<file path="src/rtl/adc_rx_pkg.sv">
package adc_rx_pkg;
  // Status bits preceding the result: end-of-conversion, fixed zero, sign
  localparam int HDR_W = 3;

  typedef enum logic [1:0] {
    ST_CONV  = 2'd0,  // waiting for both lines high (conversion running)
    ST_EOC   = 2'd1,  // waiting for both lines low (conversion finished)
    ST_SHIFT = 2'd2   // counting rising edges, shifting bits in
  } rx_state_e;
endpackage

</file>
<file path="src/rtl/adc_rx_sync.sv">
module adc_rx_sync #(
  parameter int W      = 2,
  parameter int STAGES = 2
) (
  input  logic         clk,
  input  logic         rst_n,
  input  logic [W-1:0] async_i,
  output logic [W-1:0] lvl_o,
  output logic [W-1:0] rise_o
);
  logic [W-1:0] lvl_q;

  genvar g;
  for (g = 0; g < W; g++) begin : g_bit
    logic [STAGES-1:0] chain_q;
    always_ff @(posedge clk) begin
      if (!rst_n) chain_q <= '0;
      else        chain_q <= {chain_q[STAGES-2:0], async_i[g]};
    end
    assign lvl_o[g] = chain_q[STAGES-1];
  end

  always_ff @(posedge clk) begin
    if (!rst_n) lvl_q <= '0;
    else        lvl_q <= lvl_o;
  end

  assign rise_o = lvl_o & ~lvl_q;

  initial begin
    AST_SYNC_DEPTH : assert (STAGES >= 2);
  end
endmodule

</file>
<file path="src/rtl/adc_rx_seq.sv">
module adc_rx_seq
  import adc_rx_pkg::*;
#(
  parameter int DATA_W = 16
) (
  input  logic                      clk,
  input  logic                      rst_n,
  input  logic                      sck_lvl_i,
  input  logic                      sdo_lvl_i,
  input  logic                      sck_rise_i,
  input  logic                      sdo_rise_i,
  output logic [HDR_W+DATA_W-1:0]   frame_bits_o,
  output logic                      frame_done_o,
  output logic                      frame_abort_o
);
  localparam int FRAME_W = HDR_W + DATA_W;
  localparam int CNT_W   = $clog2(FRAME_W + 1);
  localparam logic [CNT_W-1:0] LAST_BIT = CNT_W'(FRAME_W - 1);

  rx_state_e          state_q;
  logic [CNT_W-1:0]   cnt_q;
  logic [FRAME_W-1:0] shreg_q;
  logic               done_q;
  logic               abort_q;

  always_ff @(posedge clk) begin
    if (!rst_n) begin
      state_q <= ST_CONV;
      cnt_q   <= '0;
      shreg_q <= '0;
      done_q  <= 1'b0;
      abort_q <= 1'b0;
    end else begin
      done_q  <= 1'b0;
      abort_q <= 1'b0;
      case (state_q)
        ST_CONV: begin
          if (sck_lvl_i && sdo_lvl_i) state_q <= ST_EOC;
        end
        ST_EOC: begin
          if (!sck_lvl_i && !sdo_lvl_i) begin
            state_q <= ST_SHIFT;
            cnt_q   <= '0;
          end
        end
        ST_SHIFT: begin
          if (sck_rise_i) begin
            shreg_q <= {shreg_q[FRAME_W-2:0], sdo_lvl_i};
            if (cnt_q == LAST_BIT) begin
              done_q  <= 1'b1;
              cnt_q   <= '0;
              state_q <= ST_CONV;
            end else begin
              cnt_q <= cnt_q + CNT_W'(1);
            end
          end else if (sdo_rise_i && sck_lvl_i) begin
            // data line rose with clock high: a new conversion began early
            abort_q <= 1'b1;
            state_q <= ST_EOC;
          end
        end
        default: state_q <= ST_CONV;
      endcase
    end
  end

  assign frame_bits_o  = shreg_q;
  assign frame_done_o  = done_q;
  assign frame_abort_o = abort_q;

  AST_CNT_BOUND : assert property (@(posedge clk) disable iff (!rst_n)
    cnt_q <= LAST_BIT);
  AST_CNT_ON_EDGE : assert property (@(posedge clk) disable iff (!rst_n)
    (state_q == ST_SHIFT && !sck_rise_i) |=> $stable(cnt_q));
  AST_DONE_ABORT_EXCL : assert property (@(posedge clk) disable iff (!rst_n)
    !(done_q && abort_q));
  AST_START_HANDSHAKE : assert property (@(posedge clk) disable iff (!rst_n)
    (state_q == ST_CONV) |=> (state_q != ST_SHIFT));
endmodule

</file>
<file path="src/rtl/adc_rx_out.sv">
module adc_rx_out
  import adc_rx_pkg::*;
#(
  parameter int DATA_W = 16
) (
  input  logic                    clk,
  input  logic                    rst_n,
  input  logic [HDR_W+DATA_W-1:0] frame_bits_i,
  input  logic                    frame_done_i,
  input  logic                    frame_abort_i,
  output logic                    res_valid_o,
  output logic [DATA_W-1:0]       res_data_o,
  output logic                    res_sign_o,
  output logic                    frame_err_o
);
  localparam int FRAME_W = HDR_W + DATA_W;

  logic eoc_bit, zero_bit, sign_bit, hdr_ok;

  assign eoc_bit  = frame_bits_i[FRAME_W-1];
  assign zero_bit = frame_bits_i[FRAME_W-2];
  assign sign_bit = frame_bits_i[DATA_W];
  assign hdr_ok   = !eoc_bit && !zero_bit;

  always_ff @(posedge clk) begin
    if (!rst_n) begin
      res_valid_o <= 1'b0;
      res_data_o  <= '0;
      res_sign_o  <= 1'b0;
      frame_err_o <= 1'b0;
    end else begin
      res_valid_o <= frame_done_i && hdr_ok;
      frame_err_o <= frame_abort_i || (frame_done_i && !hdr_ok);
      if (frame_done_i && hdr_ok) begin
        res_data_o <= frame_bits_i[DATA_W-1:0];
        res_sign_o <= sign_bit;
      end
    end
  end

  AST_VALID_PULSE : assert property (@(posedge clk) disable iff (!rst_n)
    res_valid_o |=> !res_valid_o);
  AST_ERR_PULSE : assert property (@(posedge clk) disable iff (!rst_n)
    frame_err_o |=> !frame_err_o);
  AST_NO_BOTH : assert property (@(posedge clk) disable iff (!rst_n)
    !(res_valid_o && frame_err_o));
  AST_RESULT_HOLD : assert property (@(posedge clk) disable iff (!rst_n)
    !res_valid_o |-> ($stable(res_data_o) && $stable(res_sign_o)));
endmodule

</file>
<file path="src/rtl/adc_frame_rx.sv">
module adc_frame_rx
  import adc_rx_pkg::*;
#(
  parameter int DATA_W      = 16,
  parameter int SYNC_STAGES = 2
) (
  input  logic              clk,
  input  logic              rst_n,
  input  logic              sck_i,
  input  logic              sdo_i,
  output logic              cs_n_o,
  output logic              res_valid_o,
  output logic [DATA_W-1:0] res_data_o,
  output logic              res_sign_o,
  output logic              frame_err_o
);
  localparam int FRAME_W = HDR_W + DATA_W;

  logic [1:0]         line_lvl, line_rise;
  logic [FRAME_W-1:0] frame_bits;
  logic               frame_done, frame_abort;

  assign cs_n_o = 1'b0;

  adc_rx_sync #(.W(2), .STAGES(SYNC_STAGES)) u_sync (
    .clk     (clk),
    .rst_n   (rst_n),
    .async_i ({sdo_i, sck_i}),
    .lvl_o   (line_lvl),
    .rise_o  (line_rise)
  );

  adc_rx_seq #(.DATA_W(DATA_W)) u_seq (
    .clk           (clk),
    .rst_n         (rst_n),
    .sck_lvl_i     (line_lvl[0]),
    .sdo_lvl_i     (line_lvl[1]),
    .sck_rise_i    (line_rise[0]),
    .sdo_rise_i    (line_rise[1]),
    .frame_bits_o  (frame_bits),
    .frame_done_o  (frame_done),
    .frame_abort_o (frame_abort)
  );

  adc_rx_out #(.DATA_W(DATA_W)) u_out (
    .clk           (clk),
    .rst_n         (rst_n),
    .frame_bits_i  (frame_bits),
    .frame_done_i  (frame_done),
    .frame_abort_i (frame_abort),
    .res_valid_o   (res_valid_o),
    .res_data_o    (res_data_o),
    .res_sign_o    (res_sign_o),
    .frame_err_o   (frame_err_o)
  );
endmodule

</file>
<file path="config.mk">
export PLATFORM = sky130hd
export DESIGN_NAME = adc_frame_rx
export DESIGN_NICKNAME = d
export VERILOG_FILES = /design/src/rtl/adc_rx_pkg.sv /design/src/rtl/adc_rx_sync.sv /design/src/rtl/adc_rx_seq.sv /design/src/rtl/adc_rx_out.sv /design/src/rtl/adc_frame_rx.sv
export SDC_FILE = /design/constraint.sdc
export NUM_CORES = 1
export LEC_CHECK = 0
export BUFFER_PORTS_ARGS = -buffer_cell sky130_fd_sc_hd__buf_2
export CAP_MARGIN = 40
export CORE_AREA = 3 3 88 90
export CTS_CLUSTER_SIZE = 14
export DETAILED_ROUTE_END_ITERATION = 10
export DIE_AREA = 0 0 91 93
export GPL_ROUTABILITY_DRIVEN = 0
export PLACE_DENSITY_LB_ADDON = 0.05
export SETUP_SLACK_MARGIN = 0.2
export SYNTH_ARGS = -nofsm -noshare
export SYNTH_HDL_FRONTEND = slang
export SYNTH_SLANG_ARGS = --single-unit
export TNS_END_PERCENT = 20
</file>
<file path="constraint.sdc">
create_clock -name clk -period 3.72 [get_ports clk]
set_input_delay 0.186 -clock clk [delete_from_list [all_inputs] [get_ports clk]]
set_output_delay 0.186 -clock clk [all_outputs]
set_load 0.01 [all_outputs]
</file>
### Yosys cells after proc, flatten, opt, wreduce, memory -nomap -nowiden

Cells that the tools add are included.

| storage, ports and cells | value |
|---|---|
| register bits after elaboration | 53 |
| input bits | 4 |
| output and inout port bits | 20 |
| word-level logic and storage cells | 56 |

| cells by class | value |
|---|---|
| add/subtract/negate cells | 1 |
| equality and inequality tests | 8 |
| mux-type cells | 12 |
| bitwise logic cells | 4 |
| reduce and logical (&&, ||, !) cells | 19 |

Operators with widths:

| kind | number |
|---|---|
| $mux 5 | 3 |
| $mux 2 | 5 |
| $pmux 5 s2 | 1 |
| $logic_and 1x1->1 | 6 |
| $ne 3x2->1 const B | 2 |
| $pmux 2 s3 | 1 |
| $reduce_and 3->1 | 2 |
| $add 5x1->5 const B | 1 |
| $eq 5x5->1 const B | 1 |
| $logic_not 1->1 | 5 |
| $ne 2x1->1 const B | 2 |
| $reduce_and 4->1 | 1 |
| $reduce_or 3->1 | 1 |
| $and 2x2->2 | 1 |
| $eq 2x1->1 const B | 1 |
| $eq 2x2->1 const B | 1 |
| $logic_not 2->1 | 1 |
| $mux 1 | 2 |
| $ne 2x2->1 const B | 1 |
| $not 1->1 | 2 |
| $not 2->2 | 1 |
| $reduce_and 2->1 | 1 |
| $reduce_bool 2->1 | 1 |
| $logic_or 1x1->1 | 1 |

### Logic depth before layout (Yosys ltp)

Gate-level depths: netlist (run 1).

| logic depth | value |
|---|---|
| depth in word-level cells | 6 |
| depth in mapped cells | 5 |
| gate-level depth less buffers | 5 |

### Hierarchy

From an unflattened synthesis (run 1), not the netlist that was laid out.

| unflattened totals | value |
|---|---|
| cell total of the unflattened synthesis | 193 |
| area, all modules | 2011.9 µm² |

Modules (own cells, without submodules):

| module | times used | cells each | area an instance (µm²) | sequential area each (µm²) |
|---|---|---|---|---|
| adc_rx_seq | 1 | 95 | 1052.3 | 560.5 |
| adc_rx_out | 1 | 80 | 763.2 | 380.4 |
| adc_rx_sync | 1 | 16 | 185.2 | 120.1 |
| adc_frame_rx | 1 | 2 | 11.3 | 0.0 |

### Least setup slack after synthesis (run 1)

OpenSTA, ideal clock, no wires.

| timing path | value |
|---|---|
| kind | register -> register |
| from | register u_seq.cnt_q[0] |
| to | register u_seq.state_q[1] |
| library setup time | 0.058 ns |
| arrival | 1.201 ns |
| required time | 3.662 ns |
| setup slack | 2.460 ns |
| stages on the path, launching flop included | 6 |
| path buffers | 0 |
| clock period less this slack | 1.260 ns |
| cells stage by stage | dfxtp_1 > inv_1 > ha_1 > and4bb_2 > a311oi_1 > o21a_1 |

| between the ends | value |
|---|---|
| cells in the longest elaborated chain, start to end | 3 |

Ends and longest elaborated chain:

| item | RTL line | text |
|---|---|---|
| start, declared | adc_rx_seq.sv:21 | `logic [CNT_W-1:0] cnt_q;` |
| start signal, assigned | adc_rx_seq.sv:54 | `cnt_q <= cnt_q + CNT_W'(1);` |
| $eq 5x5->1 | adc_rx_seq.sv:49 | `if (cnt_q == LAST_BIT) begin` |
| $ne 3x2->1 (no source line) | n/a |  |
| $reduce_and 4->1 (no source line) | n/a |  |
| end signal, assigned | adc_rx_seq.sv:52 | `state_q <= ST_CONV;` |
| end signal, assigned | adc_rx_seq.sv:59 | `state_q <= ST_EOC;` |
| end signal, assigned | adc_rx_seq.sv:62 | `default: state_q <= ST_CONV;` |
| end, declared | adc_rx_seq.sv:20 | `rx_state_e state_q;` |

No other way between the ends.
A chain may end at the register's enable or synchronous reset.

### Worst setup path after layout (run 1)

| timing path | value |
|---|---|
| from | register u_sync.g_bit[0].chain_q[1] |
| to | register u_seq.cnt_q[3] |

| between the ends | value |
|---|---|
| cells in the longest elaborated chain, start to end | 4 |
| elaborated cells between the ends (all ways) | 6 |
| classes of those cells | eq/ne: 2; bitwise: 1; reduce/logical: 3 |

Ends and longest elaborated chain:

| item | RTL line | text |
|---|---|---|
| start, declared | adc_rx_sync.sv:15 | `logic [STAGES-1:0] chain_q;` |
| start signal, assigned | adc_rx_sync.sv:18 | `else chain_q <= {chain_q[STAGES-2:0], async_i[g]};` |
| $logic_not 1->1 | adc_rx_seq.sv:41 | `if (!sck_lvl_i && !sdo_lvl_i) begin` |
| $logic_and 1x1->1 | adc_rx_seq.sv:41 |  |
| $ne 2x1->1 (no source line) | n/a |  |
| $reduce_and 3->1 (no source line) (*) | n/a |  |

Every way passes the cells marked *; elsewhere a longest branch is shown, timed or not.

==> results of run 1 <==
[cells in the mapped netlist, drive strengths merged, types with 2 or more instances]
library cell / instances
and4bb: 2
nor3b: 2
o31a: 2
nand2: 73
a32o: 2
buf: 8
nor4: 2
dfxtp: 53
o21a: 5
nor2b: 3
inv: 3
a21boi: 36
clkbuf: 7
ha: 2
nor3: 3
and2: 7
and3: 5
nor2: 2
[layout by cell type, fill, tap and decap left out, types with 2 or more instances in the layout]
cell / Yosys / routed
o31a_1: 2 / 2
nand2_1: 73 / 73
a32o_1: 2 / 2
inv_1: 3 / 3
nor3_1: 3 / 3
a21boi_0: 24 / 24
and3_1: 5 / 5
nor2_1: 2 / 2
and2_1: 7 / 7
dfxtp_1: 53 / 53
o21a_1: 5 / 5
ha_1: 2 / 2
a21boi_1: 12 / 12
nor2b_1: 3 / 3
buf_2: 3 / 22
nor4_1: 2 / 2
clkbuf_8: 0 / 6
[path summary, 6_finish.rpt]
kind,from,end,slack (ns),cells after the start
setup / recovery,u_sync.g_bit[0].chain_q[1],u_seq.cnt_q[3],2.24,4
hold / removal,sdo_i,u_sync.g_bit[1].chain_q[0],0.08,2
setup reg to reg,u_sync.g_bit[0].chain_q[1],u_seq.cnt_q[3],2.24,4
hold reg to reg,u_sync.g_bit[0].chain_q[0],u_sync.g_bit[0].chain_q[1],0.44,1
[critical path, stage by stage (launching register included)]
cell,delay [ns]
dfxtp_1,0.48
and4bb_1,0.33
buf_8,0.21
nor3b_1,0.07
o31a_1,0.28
[final cells by class]
type                    count  area [um2]
inverters                   3        11.3
flip-flops and latches     53        1060
clock buffers               6        82.6
clock inverters             1        7.51
multi-input cells         158         927
repair buffers             25         153
fillers                   796        4770
well taps                  99         124
[through the flow]
step	power (mW)	area [um2]	instances
after floorplan	0.600	2090	229
after global placement	0.604	2240	336
after detailed placement	0.606	2280	338
after CTS	0.949	2370	345
after global routing	0.972	2370	345
final	0.928	2370	345
[sequential cells by signal, summed over array words and instances (netlist names), 2 cells and up]
register and cells:
u_seq.state_q 2, u_sync.g_bit.chain_q 4, u_out.res_data_o 16, u_sync.lvl_q 2
u_seq.frame_bits_o 19, u_seq.cnt_q 5
[per-layer routing]
layer	GRT usage, %	wire, um	vias up
li1	-	-	794
met1	13.6	2090	704
met2	17.2	1830	19
met3	2.98	131	6
met4	3.77	64	0
met5	0	0	-
[cell families (layout without fill, tap and decap cells)]
logic type      after synthesis  after routing  share of synthesized area (%)
other cells                   1              1                          0.180
flops                        53             53                           50.9
simple gates                106            106                           25.3
fa+ha+maj                     2              2                           1.20
buf+inv                      18             35                           4.68
compound gates               49             49                           17.8
[where the power goes]
group | internal, mW | switching (mW)
sequential | 0.570 | 0.00252
clock | 0.148 | 0.188
combinational | 0.0102 | 0.00984
total | 0.727 | 0.200
==> results.sh, run 1 <==
export IMPL_vias=1523
export IMPL_crit_fanout=24
export IMPL_ys_warn_count=0
export IMPL_p_leak_nw=0.862
export IMPL_layout_min_cycle_time_ns=1.48
export IMPL_irDropWorstVdd_mv=0.138
export IMPL_rsz0062_at_grt="no"
export IMPL_die_width_um=91
export IMPL_timing_fmax_mhz=674
export IMPL_grt_ovfl_total=0
export IMPL_synth_top_area_share_pct=50.9
export IMPL_ctsHoldBuffers=0
export IMPL_core_area_mm2=0.00714
export IMPL_clock_sinks=53
export IMPL_post_place_ws_ns=2.23
export IMPL_drc_errors=0
export IMPL_relSlewSlack_pct=51.1
export IMPL_numPortBuffers=22
export IMPL_drtPass1Iterations=4
export IMPL_cts_root_buf="clkbuf_8"
export IMPL_hp_class="input pin to flip-flop"
export IMPL_crit_arrival_ns=1.68
export IMPL_dieArea_mm2=0.00846
export IMPL_synth_top_cell_by_area="dfxtp_1"
export IMPL_slew_violations=0
export IMPL_synthFlopType="dfxtp_1"
export IMPL_antenna_cells=0
export IMPL_grt_max_degree=41
export IMPL_grt_use_total_pct=10.6
export IMPL_fin_ws_ns=2.24
export IMPL_cts_buffers=5
export IMPL_cts_setup_buffers=0
export IMPL_wire_per_inst_um=11.9
export IMPL_hpwl_mm=2.67
export IMPL_critical_path_required_ns=3.91
export IMPL_ys_ff_latch=53
export IMPL_ant_nets=0
export IMPL_finClkSkew_ns=0.00926
export IMPL_run_status="completed"
export IMPL_nNetsFinal=252
export IMPL_fin_util_pct=33.2
export IMPL_rows=31
export IMPL_powerDensity_mw_per_mm2=392
export IMPL_grt_pass1_wl_mm=7.20
export IMPL_routed_wirelength_mm=4.12
export IMPL_endpoint_kind="flip-flop"
export IMPL_post_drt_via_cell_ratio=4.41
export IMPL_cp_start_kind="flip-flop"
export IMPL_synth_area_mm2=0.00209
export IMPL_area_growth_pct=13.4
export IMPL_crit_type="flip-flop to flip-flop"
export IMPL_drt_iter0_drc=51
export IMPL_setup_viol=0
export IMPL_synth_nets=235
export IMPL_clk_path_buf_depth=2
export IMPL_setup_tns_ns=0
export IMPL_antenna_found_initial=0
export IMPL_grt_pass1_vias=1469
export IMPL_cap_viol_max_count=0
export IMPL_cts_tree="built"
export IMPL_initial_core_util_pct=29.2
export IMPL_clkLatencyLatePin_ns=0.30
export IMPL_whs_ns=0.0823
export IMPL_syn_inst=229
export IMPL_worst_pin_slew_ns=0.733
export IMPL_drive_gt1_share_pct=14.2
export IMPL_htreeDepth=2
export IMPL_die_y_um=93
export IMPL_hold_viol_final=0
export IMPL_cts_resized_gates=0
export IMPL_synth_cell_type_count=35
export IMPL_synth_edf_count=0
export IMPL_seq_area_frac_synth_pct=50.9
export IMPL_clk_pin_slew_ns=0.10
export IMPL_yosys_top_cells_area="dfxtp_1 (51%), nand2_1 (13%), a21boi_0 (8.6%), a21boi_1 (4.3%), and2_1 (2.1%)"
export IMPL_synth_avg_cell_area_um2=9.11
export IMPL_num_io_pins=24
export IMPL_timing_final_crit_share_pct=39.9
export IMPL_synthArstFlopShare_pct=0
Power figures use the tool's default switching activity.
==> run 2: changes to the inputs <==
--- a/config.mk
+++ b/config.mk
@@ -5,6 +5,7 @@
 export SDC_FILE = /design/constraint.sdc
 export NUM_CORES = 1
 export LEC_CHECK = 0
+export ABC_AREA = 1
 export BUFFER_PORTS_ARGS = -buffer_cell sky130_fd_sc_hd__buf_2
 export CAP_MARGIN = 40
 export CORE_AREA = 3 3 88 90
==> constraint.sdc (replaced) <==
create_clock -name clk -period 1.4 [get_ports clk]
set_input_delay 0.07 -clock clk [delete_from_list [all_inputs] [get_ports clk]]
set_output_delay 0.07 -clock clk [all_outputs]
set_load 0.01 [all_outputs]
==> run 2 against run 1 <==
Non-clock buffer count is 11 higher. First-iteration DRC count grew 2.0%. Core utilization rose by 2.6 points. Clock power rose to 3.2 times the previous value. Final cell count grew 19%. Final area increased by 7.7%. Fmax up 23%. Sequential power increased to 2.9 times the previous value. Critical path type unchanged. Combinational power rose to 33 times the previous value. Highest routed layer unchanged. Synthesized cell count rose by 21%. Critical path depth grew 7. Global-route usage fell by 0.14 points.
==> results.sh, run 2 <==
export IMPL_crit_type="flip-flop to flip-flop"
export IMPL_final_cell_mix="nor2_1 (82), dfxtp_1 (49), o21ai_0 (31)"
export IMPL_dieArea_mm2=0.00846
export IMPL_rows=31
export IMPL_synth_top_family_by_area="simple AND/OR/NAND/NOR gates"
export IMPL_grt_pass1_vias=1583
export IMPL_vias=1713
export IMPL_synth_top_cell_by_area="dfxtp_1"
export IMPL_yosys_top_cells_count="nor2_1 (86), dfxtp_1 (53), o21ai_0 (36), nand2_1 (32), inv_1 (20)"
export IMPL_yosys_top_cells_area="dfxtp_1 (51%), nor2_1 (15%), o21ai_0 (8.6%), nand2_1 (5.8%), inv_1 (3.6%)"
export IMPL_die_y_um=93
export IMPL_grt_use_total_pct=10.5
export IMPL_endpoint_kind="flip-flop"
export IMPL_cap_viol_max_count=0
export IMPL_grt_max_degree=47
export IMPL_synthFlopType="dfxtp_1"
export IMPL_crit_arrival_ns=1.42
export IMPL_routed_wirelength_mm=4.23
export IMPL_nNetsFinal=315
export IMPL_setup_tns_ns=0
export IMPL_synth_compound_area_share_pct=9.59
export IMPL_synth_mux_area_share_pct=0
export IMPL_yosys_cell_count_top_type="nor2_1"
export IMPL_largest_reg_flops=19
export IMPL_layout_min_cycle_time_ns=1.21
export IMPL_hpwl_mm=2.70
export IMPL_grt_pass1_wl_mm=7.09
export IMPL_cp_start_kind="flip-flop"
export IMPL_critical_path_required_ns=1.61
export IMPL_powerDensity_mw_per_mm2=1330
export IMPL_area_growth_pct=22.0
export IMPL_hp_class="input pin to flip-flop"
export IMPL_synth_edf_count=0
export IMPL_rr_worst_depth=11
export IMPL_core_area_mm2=0.00714
export IMPL_drt_iter0_drc=52
export IMPL_timing_fmax_mhz=827
export IMPL_finClkSkew_ns=0.00869
export IMPL_synth_avg_cell_area_um2=7.51
export IMPL_antenna_cells=0
export IMPL_synthArstFlopShare_pct=0
export IMPL_ant_nets=0
export IMPL_setup_viol=0
export IMPL_syn_inst=278
export IMPL_synthXorXnorAreaFrac_pct=0
export IMPL_synth_top_area_share_pct=50.8
export IMPL_ys_warn_count=0
export IMPL_drive_gt1_share_pct=25.2
export IMPL_ys_ff_latch=53
export IMPL_rsz0062_at_grt="yes"
export IMPL_crit_fanout=4
export IMPL_cts_root_buf="clkbuf_8"
export IMPL_num_io_pins=24
export IMPL_yosys_area_share_adder_pct=1.20
export IMPL_post_drt_via_cell_ratio=4.19
export IMPL_irDropWorstVdd_mv=0.726
export IMPL_clock_sinks=53
export IMPL_cts_tree="built"
export IMPL_synth_cell_type_count=25
export IMPL_hold_viol_final=0
export IMPL_antenna_found_initial=0
export IMPL_drc_errors=0
export IMPL_cts_buffers=5
export IMPL_initial_core_util_pct=29.3
export IMPL_clk_pin_slew_ns=0.10
export IMPL_run_status="completed"
export IMPL_seq_area_frac_synth_pct=50.8
export IMPL_timing_final_crit_share_pct=86.4
export IMPL_grt_ovfl_total=0
export IMPL_synth_nets=284
export IMPL_final_common_cell="nor2_1"
export IMPL_clkLatencyLatePin_ns=0.30
export IMPL_p_leak_nw=1.09
export IMPL_die_width_um=91
export IMPL_clk_path_buf_depth=2
export IMPL_synth_area_mm2=0.00209
export IMPL_drtPass1Iterations=4
export IMPL_wire_per_inst_um=10.3
export IMPL_whs_ns=0.161
export IMPL_slew_violations=0
export IMPL_whs_path_depth=3
export IMPL_numPortBuffers=22
export IMPL_synthSimpleGateAreaFrac_pct=29.8
export IMPL_htreeDepth=2
[run 2: cell count changes after synthesis, sizes merged, moves of 3 or more]
cell    before  now
a21boi      36    0
and2         7    0
and3         5    0
inv          3   23
nand2       73   37
nand3        1    6
nor2         2   98
nor2b        3    0
o21a         5    0
o21ai        1   37
[run 2: logic make-up (layout without fill, tap and decap cells)]
logic type | count (synthesis) | after routing
buf+inv | 36 | 68
compound gates | 40 | 40
flops | 53 | 53
other cells | 1 | 1
fa+ha+maj | 2 | 2
simple gates | 146 | 146
[run 2: layout make-up]
| class | instances | area [um2] |
|---|---|---|
| clock buffers | 6 | 72.6 |
| inverters | 24 | 93.8 |
| repair buffers | 36 | 228 |
| clock inverters | 2 | 38.8 |
| fillers | 790 | 4590 |
| well taps | 99 | 124 |
| multi-input cells | 189 | 923 |
| flip-flops and latches | 53 | 1070 |
[run 2: path summary, 6_finish.rpt]
path | slack, ns | startpoint | endpoint
min reg2reg | 0.42 | u_sync.g_bit[1].chain_q[0] | u_sync.g_bit[1].chain_q[1]
max reg2reg | 0.19 | u_seq.cnt_q[0] | u_seq.state_q[1]
max | 0.19 | u_seq.cnt_q[0] | u_seq.state_q[1]
min | 0.16 | rst_n | u_out.res_valid_o
[run 2: metal layers]
metal,track usage [%],share of wire [%],vias up
met3,2.65,3.0,4
li1,-,-,916
met2,18.5,47,18
met5,0,0,-
met4,4.27,1.0,0
met1,12.1,49,775
[run 2: worst max-delay path, cell delays in order (launching register included)]
cell and delay (ns):
dfxtp_2 0.33, inv_2 0.06, ha_4 0.12, nand2_1 0.04, inv_1 0.06, nand2_2 0.09
nand2_2 0.10, nand2_2 0.05, nor2_2 0.13, nand2_1 0.06, nand2_1 0.05, inv_1 0.03
[run 2: what timing repair did]
item,CTS,global route
setup buffers,0,4
hold buffers,2,0
pin swaps,0,9
gates resized for setup,2,30
endpoints found under the hold margin,2,0
endpoints found under the setup margin,38,26
[run 2: power by group]
group          internal, mW  total, mW  leakage, nW  switching [mW]
Clock                 0.538       1.06       0.0554           0.520
Combinational         0.245      0.662        0.604           0.417
Sequential             1.59       1.66        0.431          0.0720
[run 2: metrics by stage]
step / setup slack (ns) / std cells / total power [mW] / utilization (%) / area, um2
floorplan: 0.239 / 278 / 2.14 / - / 2090
global placement: 0.0284 / 395 / 2.26 / 32.2 / 2300
CTS: 0.0629 / 405 / 3.33 / 34.1 / 2440
finish: 0.191 / 409 / 3.38 / 35.7 / 2550
detailed placement: 0.0518 / 395 / 2.25 / 32.2 / 2300
global route: 0.112 / 409 / 3.59 / 35.7 / 2550
==> run 3: changes to the inputs <==
--- a/config.mk
+++ b/config.mk
@@ -14,7 +14,7 @@
 export DIE_AREA = 0 0 91 93
 export GPL_ROUTABILITY_DRIVEN = 0
 export PLACE_DENSITY_LB_ADDON = 0.05
-export SETUP_SLACK_MARGIN = 0.2
+export SETUP_SLACK_MARGIN = 0.3
 export SYNTH_ARGS = -nofsm -noshare
 export SYNTH_HDL_FRONTEND = slang
 export SYNTH_SLANG_ARGS = --single-unit
==> run 3 against run 2 <==
Power up 4.4%. Sequential power about the same. Fmax up 2.4%. Non-clock buffer count up 3. Combinational power up 16%. Sequential cell count unchanged. Critical path depth down 2. Core utilization up 2.3 points. Largest cell class unchanged.
==> results.sh, run 3 (synthesized netlist as in run 2, its figures left out) <==
export IMPL_die_width_um=91
export IMPL_crit_arrival_ns=1.42
export IMPL_htreeDepth=2
export IMPL_fin_ws_ns=0.219
export IMPL_design_area_mm2=0.00272
export IMPL_layout_min_cycle_time_ns=1.18
export IMPL_grt_max_degree=47
export IMPL_clkLatencyLatePin_ns=0.31
export IMPL_drive_gt1_share_pct=31.0
export IMPL_final_common_cell="nor2_1"
export IMPL_endpoint_kind="flip-flop"
export IMPL_clkPwrFrac_pct=30.4
export IMPL_numPortBuffers=22
export IMPL_finalPower_mw=3.53
export IMPL_crit_type="flip-flop to flip-flop"
export IMPL_nFillCells=770
export IMPL_timing_fmax_mhz=847
export IMPL_cap_viol_max_count=0
export IMPL_drt_iter0_drc=69
export IMPL_largest_reg_flops=19
export IMPL_nNetsFinal=318
export IMPL_hpwl_mm=2.67
export IMPL_grt_pass1_vias=1561
export IMPL_cp_slowest_stage_delay_ns=0.39
export IMPL_cp_start_kind="flip-flop"
export IMPL_rsz0062_at_grt="yes"
export IMPL_die_y_um=93
export IMPL_setup_tns_ns=0
export IMPL_dieArea_mm2=0.00846
export IMPL_final_cell_mix="nor2_1 (83), dfxtp_1 (46), o21ai_0 (28)"
export IMPL_cts_tree="built"
export IMPL_wire_per_inst_um=11.0
export IMPL_critical_path_required_ns=1.64
export IMPL_antenna_cells=0
export IMPL_seq_area_mm2=0.00108
export IMPL_powerDensity_mw_per_mm2=1300
export IMPL_routed_wirelength_mm=4.55
export IMPL_placed_cell_area_mm2=0.00232
export IMPL_antenna_found_initial=0
export IMPL_rows=31
export IMPL_comb_power_share_pct=21.8
export IMPL_p_leak_nw=1.15
export IMPL_critPathSlowestCell="dfxtp_4"
export IMPL_multi_input_area_um2=968
export IMPL_hp_class="input pin to flip-flop"
export IMPL_hold_viol_final=0
export IMPL_clk_pin_slew_ns=0.10
export IMPL_switching_share_pct=30.8
export IMPL_num_io_pins=24
export IMPL_grt_pass1_wl_mm=7.23
export IMPL_finClkSkew_ns=0.00936
export IMPL_area_growth_pct=30.1
export IMPL_drtPass1Iterations=4
export IMPL_post_place_ws_ns=0.0221
export IMPL_vias=1725
export IMPL_run_status="completed"
export IMPL_irDropWorstVdd_mv=0.660
export IMPL_p_sw_mw=1.09
export IMPL_timing_final_crit_share_pct=84.4
export IMPL_post_drt_via_cell_ratio=4.19
export IMPL_slew_violations=0
export IMPL_clk_path_buf_depth=2
export IMPL_cts_root_buf="clkbuf_8"
export IMPL_ant_nets=0
export IMPL_crit_fanout=5
export IMPL_setup_viol=0
export IMPL_crit_chain="inv_2 > ha_4 > nand2_2 > inv_2 > nand2_4 > nand2_4 > nor2_1 > nand2_1 > a21oi_2"
export IMPL_grt_use_total_pct=10.7
export IMPL_drc_errors=0
export IMPL_power_internal_mw=2.45
export IMPL_clock_sinks=53
export IMPL_initial_core_util_pct=29.3
export IMPL_p_seq_share_pct=47.8
export IMPL_core_area_mm2=0.00714
export IMPL_cts_buffers=5
export IMPL_grt_ovfl_total=0
## run 3: cell count changes in the layout (fill, tap and decap cells not counted), moves of 3 or more
cell	before	now
o21ai_2	0	6
dfxtp_4	1	4
dfxtp_1	49	46
o21ai_1	6	3
buf_4	10	7
o21ai_0	31	28
nand2_4	5	8
buf_12	0	4
inv_1	19	16
## run 3: layout make-up
| type | count | share of cell area (%) |
|---|---|---|
| Timing Repair Buffer | 39 | 12.3 |
| Clock buffer | 5 | 2.53 |
| Tap cell | 99 | 4.56 |
| Sequential cell | 53 | 39.8 |
| Clock inverter | 3 | 1.61 |
| Inverter | 24 | 3.55 |
| Multi-Input combinational cell | 189 | 35.7 |
## run 3: per-stage QoR
stage	instances	util (%)	hold WS [ns]
after floorplan	278	-	0.168
after global placement	392	32.5	0.252
after detailed placement	392	32.5	0.257
after CTS	403	34.5	0.192
after global routing	412	38.1	0.211
final	412	38.1	0.189
## run 3: critical path: cells and delay by family (launching register included)
family	cells	cell delay, ns
buffers and inverters	2	0.09
AND/OR/NAND/NOR	5	0.38
flip-flops	1	0.39
AO/OA/AOI/OAI	1	0.12
adder cells (fa/ha/maj)	1	0.14
## run 3: final timing paths
check | from | end | slack [ns] | cells after the start
hold reg to reg | u_sync.g_bit[0].chain_q[0] | u_sync.g_bit[0].chain_q[1] | 0.42 | 2
setup / recovery | u_seq.cnt_q[0] | u_seq.cnt_q[1] | 0.22 | 9
hold / removal | rst_n | u_sync.g_bit[1].chain_q[1] | 0.19 | 4
setup reg to reg | u_seq.cnt_q[0] | u_seq.cnt_q[1] | 0.22 | 9
## run 3: routing by layer
metal  up-vias  routed length [um]  global-route usage, %
met3         4                 122                   2.41
met5         -                   0                      0
li1        924                   -                      -
met2        17                2230                   18.9
met1       780                2140                   12.5
met4         0                  56                   4.52
## run 3: timing repair
action                                  in CTS  in global routing
pin swaps                                    1                  8
setup buffers                                1                  6
resized for setup                            3                 49
endpoints found under the setup margin      44                 44
cloned                                       0                  3
hold endpoints to repair                     2                  0
hold buffers                                 2                  0
## run 3: power groups by stage
stage	Combinational (mW)	Clock [mW]	Sequential [mW]
CTS	0.609	1.12	1.65
global route	0.878	1.18	1.70
global placement	0.596	0	1.69
detailed placement	0.597	0	1.69
floorplan	0.481	0	1.67
finish	0.770	1.07	1.69
